<file path="src/rtl/bo_pkg.sv">
package bo_pkg;

    typedef enum logic [2:0] {
        ST_IDLE,
        ST_ATTEMPT,
        ST_WAIT,
        ST_TX,
        ST_RECOV,
        ST_OVF,
        ST_ABORT
    } bo_state_t;

endpackage

</file>
<file path="src/rtl/bo_load_reg.sv">
module bo_load_reg #(
    parameter int LOAD_W = 16
) (
    input  logic              clk,
    input  logic              rst_n,
    input  logic              step_i,
    output logic [LOAD_W-1:0] load_o,
    output logic              msb_o
);

    logic [LOAD_W-1:0] load_q;

    always_ff @(posedge clk) begin
        if (!rst_n) begin
            load_q <= '0;
        end else if (step_i) begin
            load_q <= {load_q[LOAD_W-2:0], 1'b1};
        end
    end

    assign load_o = load_q;
    assign msb_o  = load_q[LOAD_W-1];


    load_grow_chk: assert property (@(posedge clk) disable iff (!rst_n)
        step_i |=> ($countones(load_o) == $countones($past(load_o)) + 1) && load_o[0]);


    load_still_chk: assert property (@(posedge clk) disable iff (!rst_n)
        !step_i |=> $stable(load_o));

endmodule

</file>
<file path="src/rtl/bo_mask_calc.sv">
module bo_mask_calc #(
    parameter int RND_W    = 16,
    parameter int MASK_W   = 10,
    parameter int MASK_LSB = 2,
    parameter int FINE_W   = 7,
    parameter int COARSE_W = 2
) (
    input  logic [RND_W-1:0]    rnd_i,
    input  logic [MASK_W-1:0]   load_lo_i,
    output logic                zero_o,
    output logic [FINE_W-1:0]   fine_o,
    output logic [COARSE_W-1:0] hi_o
);

    localparam int DBL_W = MASK_W + 1;

    logic [MASK_W-1:0] field;
    logic [MASK_W-1:0] masked;
    logic [DBL_W-1:0]  dbl;
    logic              unused_bits;

    assign field  = rnd_i[MASK_LSB +: MASK_W];
    assign masked = field & load_lo_i;
    assign dbl    = {masked, 1'b0};
    assign zero_o = (masked == '0);
    assign fine_o = dbl[FINE_W-1:0];
    assign hi_o   = dbl[FINE_W +: COARSE_W];

    assign unused_bits = ^{rnd_i, dbl};

endmodule

</file>
<file path="src/rtl/bo_wait_timer.sv">
module bo_wait_timer #(
    parameter int FINE_W   = 7,
    parameter int COARSE_W = 2
) (
    input  logic                clk,
    input  logic                rst_n,
    input  logic                load_i,
    input  logic [FINE_W-1:0]   fine_init_i,
    input  logic [COARSE_W-1:0] hi_i,
    input  logic                run_i,
    input  logic                tick_i,
    output logic                expire_o,
    output logic                final_o
);

    localparam int               CW       = COARSE_W + 1;
    localparam logic [FINE_W-1:0] FINE_MAX = '1;

    logic [FINE_W-1:0] fine_q;
    logic [CW-1:0]     crs_q;

    assign expire_o = run_i && tick_i && (fine_q <= FINE_W'(1));
    assign final_o  = crs_q[CW-1] || (crs_q == '0);

    always_ff @(posedge clk) begin
        if (!rst_n) begin
            fine_q <= '0;
            crs_q  <= '0;
        end else if (load_i) begin
            fine_q <= fine_init_i;
            crs_q  <= {1'b0, hi_i} - CW'(1);
        end else if (expire_o && !final_o) begin
            fine_q <= FINE_MAX;
            crs_q  <= crs_q - CW'(1);
        end else if (run_i && tick_i && !expire_o) begin
            fine_q <= fine_q - FINE_W'(1);
        end
    end


    tick_hold_chk: assert property (@(posedge clk) disable iff (!rst_n)
        (run_i && !tick_i && !load_i) |=> $stable(fine_q));


    reload_chk: assert property (@(posedge clk) disable iff (!rst_n)
        (expire_o && !final_o) |=> (fine_q == FINE_MAX));

endmodule

</file>
<file path="src/rtl/backoff_sched.sv">
module backoff_sched import bo_pkg::*; #(
    parameter int LOAD_W   = 16,
    parameter int RND_W    = 16,
    parameter int MASK_W   = 10,
    parameter int MASK_LSB = 2,
    parameter int FINE_W   = 7,
    parameter int COARSE_W = 2
) (
    input  logic              clk,
    input  logic              rst_n,
    input  logic              start_i,
    input  logic [RND_W-1:0]  rnd_i,
    input  logic              tick_i,
    input  logic              pkt_arrived_i,
    input  logic              coll_i,
    input  logic              tx_done_i,
    output logic              tx_en_o,
    output logic              rx_en_o,
    output logic              abort_o,
    output logic              load_ovf_o,
    output logic [LOAD_W-1:0] load_o
);

    bo_state_t state_q, state_d;

    logic                load_msb;
    logic                mask_zero;
    logic                tmr_expire;
    logic                tmr_final;
    logic                pkt_flag_q;
    logic                pkt_seen;
    logic                step;
    logic                tmr_load;
    logic                tmr_run;
    logic [FINE_W-1:0]   fine_init;
    logic [COARSE_W-1:0] hi_init;

    assign step     = (state_q == ST_ATTEMPT) && !load_msb;
    assign tmr_load = step && !mask_zero;
    assign tmr_run  = (state_q == ST_WAIT);
    assign pkt_seen = pkt_flag_q || pkt_arrived_i;

    bo_load_reg #(
        .LOAD_W (LOAD_W)
    ) u_load (
        .clk    (clk),
        .rst_n  (rst_n),
        .step_i (step),
        .load_o (load_o),
        .msb_o  (load_msb)
    );

    bo_mask_calc #(
        .RND_W    (RND_W),
        .MASK_W   (MASK_W),
        .MASK_LSB (MASK_LSB),
        .FINE_W   (FINE_W),
        .COARSE_W (COARSE_W)
    ) u_mask (
        .rnd_i     (rnd_i),
        .load_lo_i (load_o[MASK_W-1:0]),
        .zero_o    (mask_zero),
        .fine_o    (fine_init),
        .hi_o      (hi_init)
    );

    bo_wait_timer #(
        .FINE_W   (FINE_W),
        .COARSE_W (COARSE_W)
    ) u_timer (
        .clk         (clk),
        .rst_n       (rst_n),
        .load_i      (tmr_load),
        .fine_init_i (fine_init),
        .hi_i        (hi_init),
        .run_i       (tmr_run),
        .tick_i      (tick_i),
        .expire_o    (tmr_expire),
        .final_o     (tmr_final)
    );

    // packet-arrived flag: cleared when an attempt is evaluated
    always_ff @(posedge clk) begin
        if (!rst_n) begin
            pkt_flag_q <= 1'b0;
        end else if (state_q == ST_ATTEMPT) begin
            pkt_flag_q <= 1'b0;
        end else if (pkt_arrived_i) begin
            pkt_flag_q <= 1'b1;
        end
    end

    // state register
    always_ff @(posedge clk) begin
        if (!rst_n) begin
            state_q <= ST_IDLE;
        end else begin
            state_q <= state_d;
        end
    end

    // next state
    always_comb begin
        state_d = state_q;
        unique case (state_q)
            ST_IDLE: begin
                if (start_i) state_d = ST_ATTEMPT;
            end
            ST_ATTEMPT: begin
                if (load_msb)       state_d = ST_OVF;
                else if (mask_zero) state_d = ST_TX;
                else                state_d = ST_WAIT;
            end
            ST_WAIT: begin
                if (tmr_expire) begin
                    if (pkt_seen)       state_d = ST_ABORT;
                    else if (tmr_final) state_d = ST_TX;
                end
            end
            ST_TX: begin
                if (coll_i)         state_d = ST_RECOV;
                else if (tx_done_i) state_d = ST_IDLE;
            end
            ST_RECOV: state_d = ST_ATTEMPT;
            ST_OVF:   state_d = ST_IDLE;
            ST_ABORT: state_d = ST_IDLE;
            default:  state_d = ST_IDLE;
        endcase
    end

    // outputs
    always_comb begin
        tx_en_o    = 1'b0;
        rx_en_o    = 1'b0;
        abort_o    = 1'b0;
        load_ovf_o = 1'b0;
        unique case (state_q)
            ST_WAIT:  rx_en_o    = 1'b1;
            ST_TX:    tx_en_o    = 1'b1;
            ST_OVF:   load_ovf_o = 1'b1;
            ST_ABORT: abort_o    = 1'b1;
            default: ;
        endcase
    end


    ovf_hold_chk: assert property (@(posedge clk) disable iff (!rst_n)
        load_ovf_o |-> ($stable(load_o) && !tx_en_o));


    abort_idle_chk: assert property (@(posedge clk) disable iff (!rst_n)
        abort_o |=> (!tx_en_o && !rx_en_o && !abort_o));


    coll_drop_chk: assert property (@(posedge clk) disable iff (!rst_n)
        (tx_en_o && coll_i) |=> !tx_en_o);

endmodule

</file>
<file path="config.mk">
export PLATFORM = sky130hd
export DESIGN_NAME = backoff_sched
export DESIGN_NICKNAME = d
export VERILOG_FILES = /design/src/rtl/bo_pkg.sv /design/src/rtl/bo_load_reg.sv /design/src/rtl/bo_mask_calc.sv /design/src/rtl/bo_wait_timer.sv /design/src/rtl/backoff_sched.sv
export SDC_FILE = /design/constraint.sdc
export NUM_CORES = 1
export LEC_CHECK = 0
export ABC_AREA = 1
export ABC_CLOCK_PERIOD_IN_PS = 1800
export BUFFER_PORTS_ARGS = -buffer_cell sky130_fd_sc_hd__buf_4
export CELL_PAD_IN_SITES_DETAIL_PLACEMENT = 1
export CELL_PAD_IN_SITES_GLOBAL_PLACEMENT = 1
export CORE_MARGIN = 2
export CORE_UTILIZATION = 34
export CTS_BUF_LIST = sky130_fd_sc_hd__clkbuf_8
export DETAILED_ROUTE_END_ITERATION = 16
export PLACE_DENSITY = 0.8
export SYNTH_ARGS = -nofsm -noshare
export SYNTH_HDL_FRONTEND = slang
export SYNTH_HIERARCHICAL = 1
export SYNTH_SLANG_ARGS = --single-unit
</file>
<file path="constraint.sdc">
create_clock -name clk -period 1.8 [get_ports clk]
set_clock_uncertainty 0.2 [all_clocks]
set_input_delay 0.36 -clock clk [delete_from_list [all_inputs] [get_ports clk]]
set_output_delay 0.36 -clock clk [all_outputs]
set_load 0.02 [all_outputs]
</file>
==> results of run 1 <==
-- layer usage --
layer  part of all wire  vias to the layer above  track usage  wire length, um
met1               0.43                      927        0.197             2240
met4              0.017                        0       0.0582               87
met2               0.52                       33        0.345             2760
met5                  0                        -            0                0
li1                   -                     1012            -                -
met3              0.034                        8       0.0341              181
-- cell type report --
class / count / area [sq um] / share of cell area
inverter: 43 / 171 / 0.0646
timing repair buffer: 76 / 596 / 0.225
clock inverter: 2 / 8.76 / 0.00330
multi-input combinational: 203 / 1090 / 0.411
clock buffer: 6 / 82.6 / 0.0311
sequential: 30 / 616 / 0.232
tap: 70 / 87.6 / 0.0330
-- power by group --
group,switching (mW),internal (mW),total (mW)
Sequential,0.201,0.956,1.16
Combinational,1.84,1.53,3.37
Clock,0.258,0.302,0.560
-- layout by cell type (no fill, tap or decap), drive strengths merged --
cell / Yosys / layout
clkbuf: 0 / 6
clkinv: 0 / 1
inv: 43 / 44
conb: 1 / 1
nor3: 4 / 4
nor2: 61 / 61
nand4: 5 / 5
o211ai: 1 / 1
xnor2: 2 / 2
buf: 8 / 76
nand2: 82 / 82
a21oi: 12 / 12
o21ai: 6 / 6
o21a: 1 / 1
nand3: 16 / 17
or2: 5 / 5
dfxtp: 30 / 30
ha: 3 / 3
xor2: 1 / 1
mux2i: 2 / 2
-- worst max-delay path, stage by stage, from the launching register on --
cell and delay, ns:
dfxtp_2 0.34, nand2_2 0.07, nand2_2 0.08, nor2_2 0.05, nand2_2 0.07, nor2_4 0.05
nor3_4 0.20, buf_4 0.16, mux2i_1 0.21, ha_2 0.31, a21oi_2 0.11
-- synth_stat cells, drive strengths merged --
library cell / instances / area [sq um]
nor2: 61 / 257
or2: 5 / 31.3
ha: 3 / 37.5
o21ai: 6 / 33.8
a21oi: 12 / 63.8
inv: 43 / 164
o211ai: 1 / 7.51
o21a: 1 / 7.51
conb: 1 / 3.75
xnor2: 2 / 17.5
nand4: 5 / 31.3
nor3: 4 / 20.0
dfxtp: 30 / 601
xor2: 1 / 8.76
mux2i: 2 / 20.0
nand2: 82 / 320
nand3: 16 / 115
buf: 8 / 68.8
-- repair_timing --
item                       CTS  global route
pin swaps                    5             8
gates cloned                 0             1
resized for setup           14            22
buffers inserted             5             3
setup endpoints to repair   10            12
-- how the worst max path moves through the flow --
stage                                      to  slack, ns  depth (start not counted)                           from
2_1_floorplan   u_timer/crs_q[1]$_SDFFE_PN0P_      0.007                          9  u_load/load_o[2]$_SDFFE_PN0P_
3_3_place_gp   u_timer/fine_q[4]$_SDFFE_PN0P_      -0.20                         12                       rnd_i[7]
3_5_place_dp   u_timer/fine_q[4]$_SDFFE_PN0P_      -0.31                         11                       rnd_i[8]
4_1_cts         u_timer/crs_q[1]$_SDFFE_PN0P_      -0.08                          9  u_load/load_o[5]$_SDFFE_PN0P_
5_1_grt         u_timer/crs_q[1]$_SDFFE_PN0P_      -0.15                         10  u_load/load_o[3]$_SDFFE_PN0P_
6_report        u_timer/crs_q[1]$_SDFFE_PN0P_       -0.1                         10  u_load/load_o[3]$_SDFFE_PN0P_
-- sequential cells by signal, indices dropped and copies added, names as in the netlist --
register / flops
u_load/load_o: 16
u_timer/fine_q: 7
state_q: 3
pkt_flag_q: 1
u_timer/crs_q: 3
-- cells by family (layout without fill, tap and decap cells) --
kind of cell             after synthesis  count (layout)
flip-flops                            30              30
multiplexers                           2               2
other                                  1               1
buffers and inverters                 51             127
AO/OA/AOI/OAI                         20              20
XOR/XNOR                               3               3
AND/OR/NAND/NOR                      173             174
adder cells (fa/ha/maj)                3               3
-- per-stage QoR --
stage               std cells  power [mW]  setup WS, ns  utilization
finish                    430        5.09       -0.0997        0.519
global route              430        5.54        -0.151        0.519
CTS                       426        4.90       -0.0778        0.500
detailed placement        414        4.12        -0.310        0.468
global placement          414        3.98        -0.196        0.468
floorplan                 283        2.99       0.00694            -
==> metrics.csv, run 1 <==
metric;value;unit
status;finished with violations;
failing checks;negative setup slack;
Slew Limit Fails;0;
post-synthesis xor/xnor area fraction;0.0145;
Vias;1980;
hold path startpoint;pkt_arrived_i;
Cell Area, Placed;2390;sq um
worst setup margin;-0.0997;ns
Core Region;5110;sq um
nets;385;
worst hold path stage count;3;
# port buffers;36;
total grt overflow;0;
Syn Nets;309;
DRC viols;0;
largest family of logic cells by synthesized area;simple AND/OR/NAND/NOR gates;
kind of start point of the critical path;register;
Synth Area in Compound Gates;0.0623;
Tmin final;1.90;ns
post-synthesis sequential area ratio;0.332;
hpwl dp;3.82;mm
Hold Fails Final Rpt;0;
Lkg Pwr;1.34;nW
initial antenna violation count;0;
Die W;76.9;um
fmax;526;MHz
Antenna Cells;0;
pwr dens;1920;nW/um^2
synthesized instance count;283;
Tot GR Track Use;0.180;
Final TNS setup;-0.362;ns
Starting DRT DRC Count;63;
max_cap viols;0;
first-pass GRT wire length;8.72;mm
RSZ-0062 raised after global routing;true;
vias in the first global route;2047;
clock buffer count from CTS;5;
mux share of post-synthesis cell area;0.0111;
Avg Cell Area, Syn;6.39;sq um
post-route ant nets;0;
Syn-to-layout area delta;46.7;%
Seq cells post-synth;30;
Clock Latency Late Sink;0.29;ns
worst reg2reg setup slack;-0.1;ns
WP data required;1.82;ns
Worst-path clk slew;0.07;ns
Via density;4.60;
Fillers;683;
HP Class;in2reg;
reg2reg start;u_load/load_o[3]$_SDFFE_PN0P_;
Post-Route WL;5.27;mm
clk buf depth;2;
Final Cell Area;2650;sq um
CTS tree;yes;
DR WL/cell;12.3;um
Yosys cell types;31;
Tcrit/Tclk final;1.06;
die height;76.9;um
H-tree levels;2;
Adder-Cell Fraction of Synth Area;0.0208;
reg2reg end;u_timer/crs_q[1]$_SDFFE_PN0P_;
RD Place Congestion;0.807;
WHS Endpoint;pkt_flag_q$_SDFFE_PP0P_;
FP Rows;26;
Setup Viol. Count Final;8;
drt first pass iters;4;
# hold bufs at CTS;0;
Sink Count;30;
Syn Std Cell Area;1810;sq um
io pins;43;
root buffer cell;clkbuf_8;
maximum vdd drop;1030;uV
full die area;5920;sq um
Worst R2R Path Depth;10;
pin count of the biggest net entering global routing;32;
Yosys warnings;6;
Synth Area in Simple Gates;0.428;
WHS;0.224;ns
crit path max fanout;3;
fraction of layout cells with a size suffix above 1;0.414;
type of the worst setup path;reg2reg;
CP Data Arrival Time;1.92;ns
initial cell density of the core;0.354;
Crit. End Element;register;
(Power assumes the default switching activity.)
==> run 2, diff against run 1 <==
--- a/config.mk
+++ b/config.mk
@@ -8,14 +8,14 @@
 export ABC_AREA = 1
 export ABC_CLOCK_PERIOD_IN_PS = 1800
 export BUFFER_PORTS_ARGS = -buffer_cell sky130_fd_sc_hd__buf_4
+export CAP_MARGIN = 20
 export CELL_PAD_IN_SITES_DETAIL_PLACEMENT = 1
 export CELL_PAD_IN_SITES_GLOBAL_PLACEMENT = 1
 export CORE_MARGIN = 2
 export CORE_UTILIZATION = 34
 export CTS_BUF_LIST = sky130_fd_sc_hd__clkbuf_8
 export DETAILED_ROUTE_END_ITERATION = 16
-export PLACE_DENSITY = 0.8
+export PLACE_DENSITY = 0.81
 export SYNTH_ARGS = -nofsm -noshare
 export SYNTH_HDL_FRONTEND = slang
-export SYNTH_HIERARCHICAL = 1
 export SYNTH_SLANG_ARGS = --single-unit
==> metrics.csv, run 2 <==
metric;value;unit;change
FP Rows;25;;-3.8%
Syn-to-layout area delta;45.7;%;
ranking of synthesized cells by area;dfxtp_1 (36%), nand2_1 (15%), nor2_1 (12%);;
pwr dens;1980;nW/um^2;+3.1%
worst hold path stage count;4;;+1
vias in the first global route;1845;;-9.9%
WHS;0.167;ns;-0.0573 ns
fraction of layout cells with a size suffix above 1;0.378;;-0.0354
total grt overflow;0;;unchanged
clk buf depth;2;;unchanged
CP Cell Sequence;nand2_2 > nand2_2 > nor2_4 > nand3_4 > nand2_4 > inv_6 > nand2_1 > nand2_2 > ha_4 > nand2_2 > nand2_1 > nor2_1;;
Die W;74.1;um;-3.7%
CP Data Arrival Time;1.80;ns;-0.12 ns
drt first pass iters;4;;unchanged
Syn Nets;285;;-7.8%
most used cell, CP;nand2_2;;
most frequent cell after synthesis;nand2_1;;
WP buf/inv;1;;unchanged
Yosys warnings;0;;-6
max_cap viols;0;;unchanged
Core Region;4720;sq um;-7.5%
Final TNS setup;-0.0260;ns;+0.336 ns
largest family of logic cells by synthesized area;simple AND/OR/NAND/NOR gates;;
Tmin final;1.83;ns;-0.0737 ns
Via density;4.83;;+5.0%
type of the worst setup path;reg2reg;;
max incr delay on CP;0.36;ns;+0.02 ns
Post-Route WL;5.37;mm;+1.9%
Avg Cell Area, Syn;6.44;sq um;+0.87%
kind of start point of the critical path;register;;
Tot GR Track Use;0.205;;+0.0245
hold path startpoint;tx_done_i;;
reg2reg end;u_timer.crs_q[1]$_SDFFE_PN0P_;;
io pins;43;;unchanged
Crit. End Element;register;;
slew margin rel.;0.771;;
Setup Viol. Count Final;1;;-7
Critical Path Source;u_load.load_o[1]$_SDFFE_PN0P_;;
Slowest-stage cell, CP;dfxtp_4;;
Slew Limit Fails;0;;unchanged
placed cells;378;;-8.7%
status;finished with violations;;
Yosys top cell area share;0.360;;+0.0276
most frequent cells in the layout;buf_4 (64), nand2_1 (55), nor2_1 (50);;
synth cell count leaders;nand2_1 (67), nor2_1 (54), dfxtp_1 (30);;
Synth Area in Simple Gates;0.421;;-0.00783
Fillers;618;;-9.5%
Clock Latency Late Sink;0.28;ns;about the same
Synth Area in Compound Gates;0.0922;;+0.0299
hpwl dp;3.67;mm;-3.9%
RD Place Congestion;0.792;;-1.8%
fmax;548;MHz;+4.0%
Lkg Pwr;1.20;nW;-11%
Hold Fails Final Rpt;0;;unchanged
non-filler cells, final;392;;-8.8%
HP Class;in2reg;;
Antenna Cells;0;;unchanged
root buffer cell;clkbuf_8;;
Adder-Cell Fraction of Synth Area;0.0225;;+0.00173
number of flops mapped to enable cells by yosys;0;;unchanged
top_reg_cell synth;dfxtp_1;;
Tcrit/Tclk final;1.01;;-0.0409
worst reg2reg setup slack;-0.03;ns;+0.07 ns
Starting DRT DRC Count;104;;+65%
mux share of post-synthesis cell area;0;;-0.0111
first-pass GRT wire length;8.63;mm;-1.0%
maximum vdd drop;860;uV;-16%
failing checks;negative setup slack;;
DR WL/cell;13.7;um;+12%
Multi-input gate area;1030;sq um;-6.0%
post-synthesis sequential area ratio;0.360;;+0.0276
Yosys top cell by area;dfxtp_1;;
full die area;5490;sq um;-7.3%
pin count of the biggest net entering global routing;23;;-28%
reg2reg start;u_load.load_o[1]$_SDFFE_PN0P_;;
worst setup margin;-0.0260;ns;+0.0737 ns
DRC viols;0;;unchanged
# hold bufs at CTS;0;;unchanged
clock buffer count from CTS;5;;unchanged
initial antenna violation count;0;;unchanged
max reg flops;16;;unchanged
Worst-path clk slew;0.07;ns;about the same
Yosys cell types;26;;-16%
commonest non-fill, non-tap cell in the layout;buf_4;;
Worst R2R Path Depth;12;;+2
post-synthesis xor/xnor area fraction;0.0105;;-0.00404
CTS tree;yes;;
synthesized instance count;259;;-8.5%
Vias;1895;;-4.3%
Seq cells post-synth;30;;unchanged
WHS Endpoint;state_q[0]$_SDFFE_PN0P_;;
post-route ant nets;0;;unchanged
initial cell density of the core;0.353;;-0.000616
crit path max fanout;5;;+2
H-tree levels;2;;unchanged
# port buffers;36;;unchanged
CP top delay family;simple AND/OR/NAND/NOR gates;;
FF+latch area;618;sq um;+0.41%
RSZ-0062 raised after global routing;true;;
Post-synth ARST share;0;;unchanged
Syn Std Cell Area;1670;sq um;-7.7%
WP data required;1.77;ns;-0.05 ns
worst-margin pin slew;0.342;ns;
die height;74.1;um;-3.7%
Sink Count;30;;unchanged
nets;350;;-9.1%
==> run 2: worst max path at each step <==
| stage | cells after the start | slack, ns | end |
|---|---|---|---|
| after detailed placement | 12 | -0.26 | u_timer.crs_q[1]$_SDFFE_PN0P_ |
| after floorplan | 12 | 0.002 | u_timer.crs_q[1]$_SDFFE_PN0P_ |
| after global placement | 13 | -0.11 | u_timer.crs_q[1]$_SDFFE_PN0P_ |
| after CTS | 5 | 0.0004 | rx_en_o |
| final | 12 | -0.03 | u_timer.crs_q[1]$_SDFFE_PN0P_ |
| after global routing | 12 | -0.14 | u_timer.crs_q[1]$_SDFFE_PN0P_ |
==> run 2: per-layer routing <==
metal | global-route usage | vias up | share of wire | routed length (um)
met2 | 0.336 | 42 | 0.48 | 2560
li1 | - | 955 | - | -
met3 | 0.0556 | 10 | 0.047 | 250
met4 | 0.0687 | 0 | 0.019 | 104
met1 | 0.260 | 888 | 0.46 | 2460
met5 | 0 | - | 0 | 0
==> run 2: power by group <==
part	internal [mW]	switching (mW)	total, mW	leakage, nW
clock network	0.307	0.268	0.575	0.0472
registers	0.951	0.233	1.18	0.251
logic	1.28	1.77	3.05	0.900
total	2.54	2.27	4.81	1.20
==> run 2: logic make-up (layout without fill, tap and decap cells) <==
group,Yosys count,in the layout
AO/OA/AOI/OAI,30,30
XOR/XNOR,2,2
adder cells (fa/ha/maj),3,3
buffers and inverters,35,101
flip-flops,30,30
AND/OR/NAND/NOR,159,159
==> run 2: tightest hold or removal path: stages <==
cell and delay, ns:
buf_4 0.07, nor2_1 0.03, nand2_1 0.07, a21oi_1 0.07
==> run 2: final cells by class <==
| cell class | instances | share of cell area |
|---|---|---|
| Timing Repair Buffer | 66 | 0.207 |
| Tap cell | 67 | 0.0345 |
| Multi-Input combinational cell | 194 | 0.422 |
| Clock inverter | 2 | 0.00514 |
| Clock buffer | 6 | 0.0340 |
| Inverter | 27 | 0.0437 |
| Sequential cell | 30 | 0.254 |
==> run 2: what timing repair did <==
action                     4_1_cts  5_1_grt
setup buffers                    1        5
setup endpoints to repair        3       13
gates cloned                     0        0
pin swaps                        2       11
gates resized for setup          9       33
==> run 2: metrics by stage <==
stage               power [mW]  utilization  worst slack (ns)  area, sq um
finish                    4.81        0.515           -0.0260         2430
global route              5.28        0.515            -0.142         2430
CTS                       4.41        0.482          0.000361         2280
detailed placement        3.73        0.456            -0.259         2160
global placement          3.65        0.456            -0.111         2160
floorplan                 2.79            -           0.00182         1680
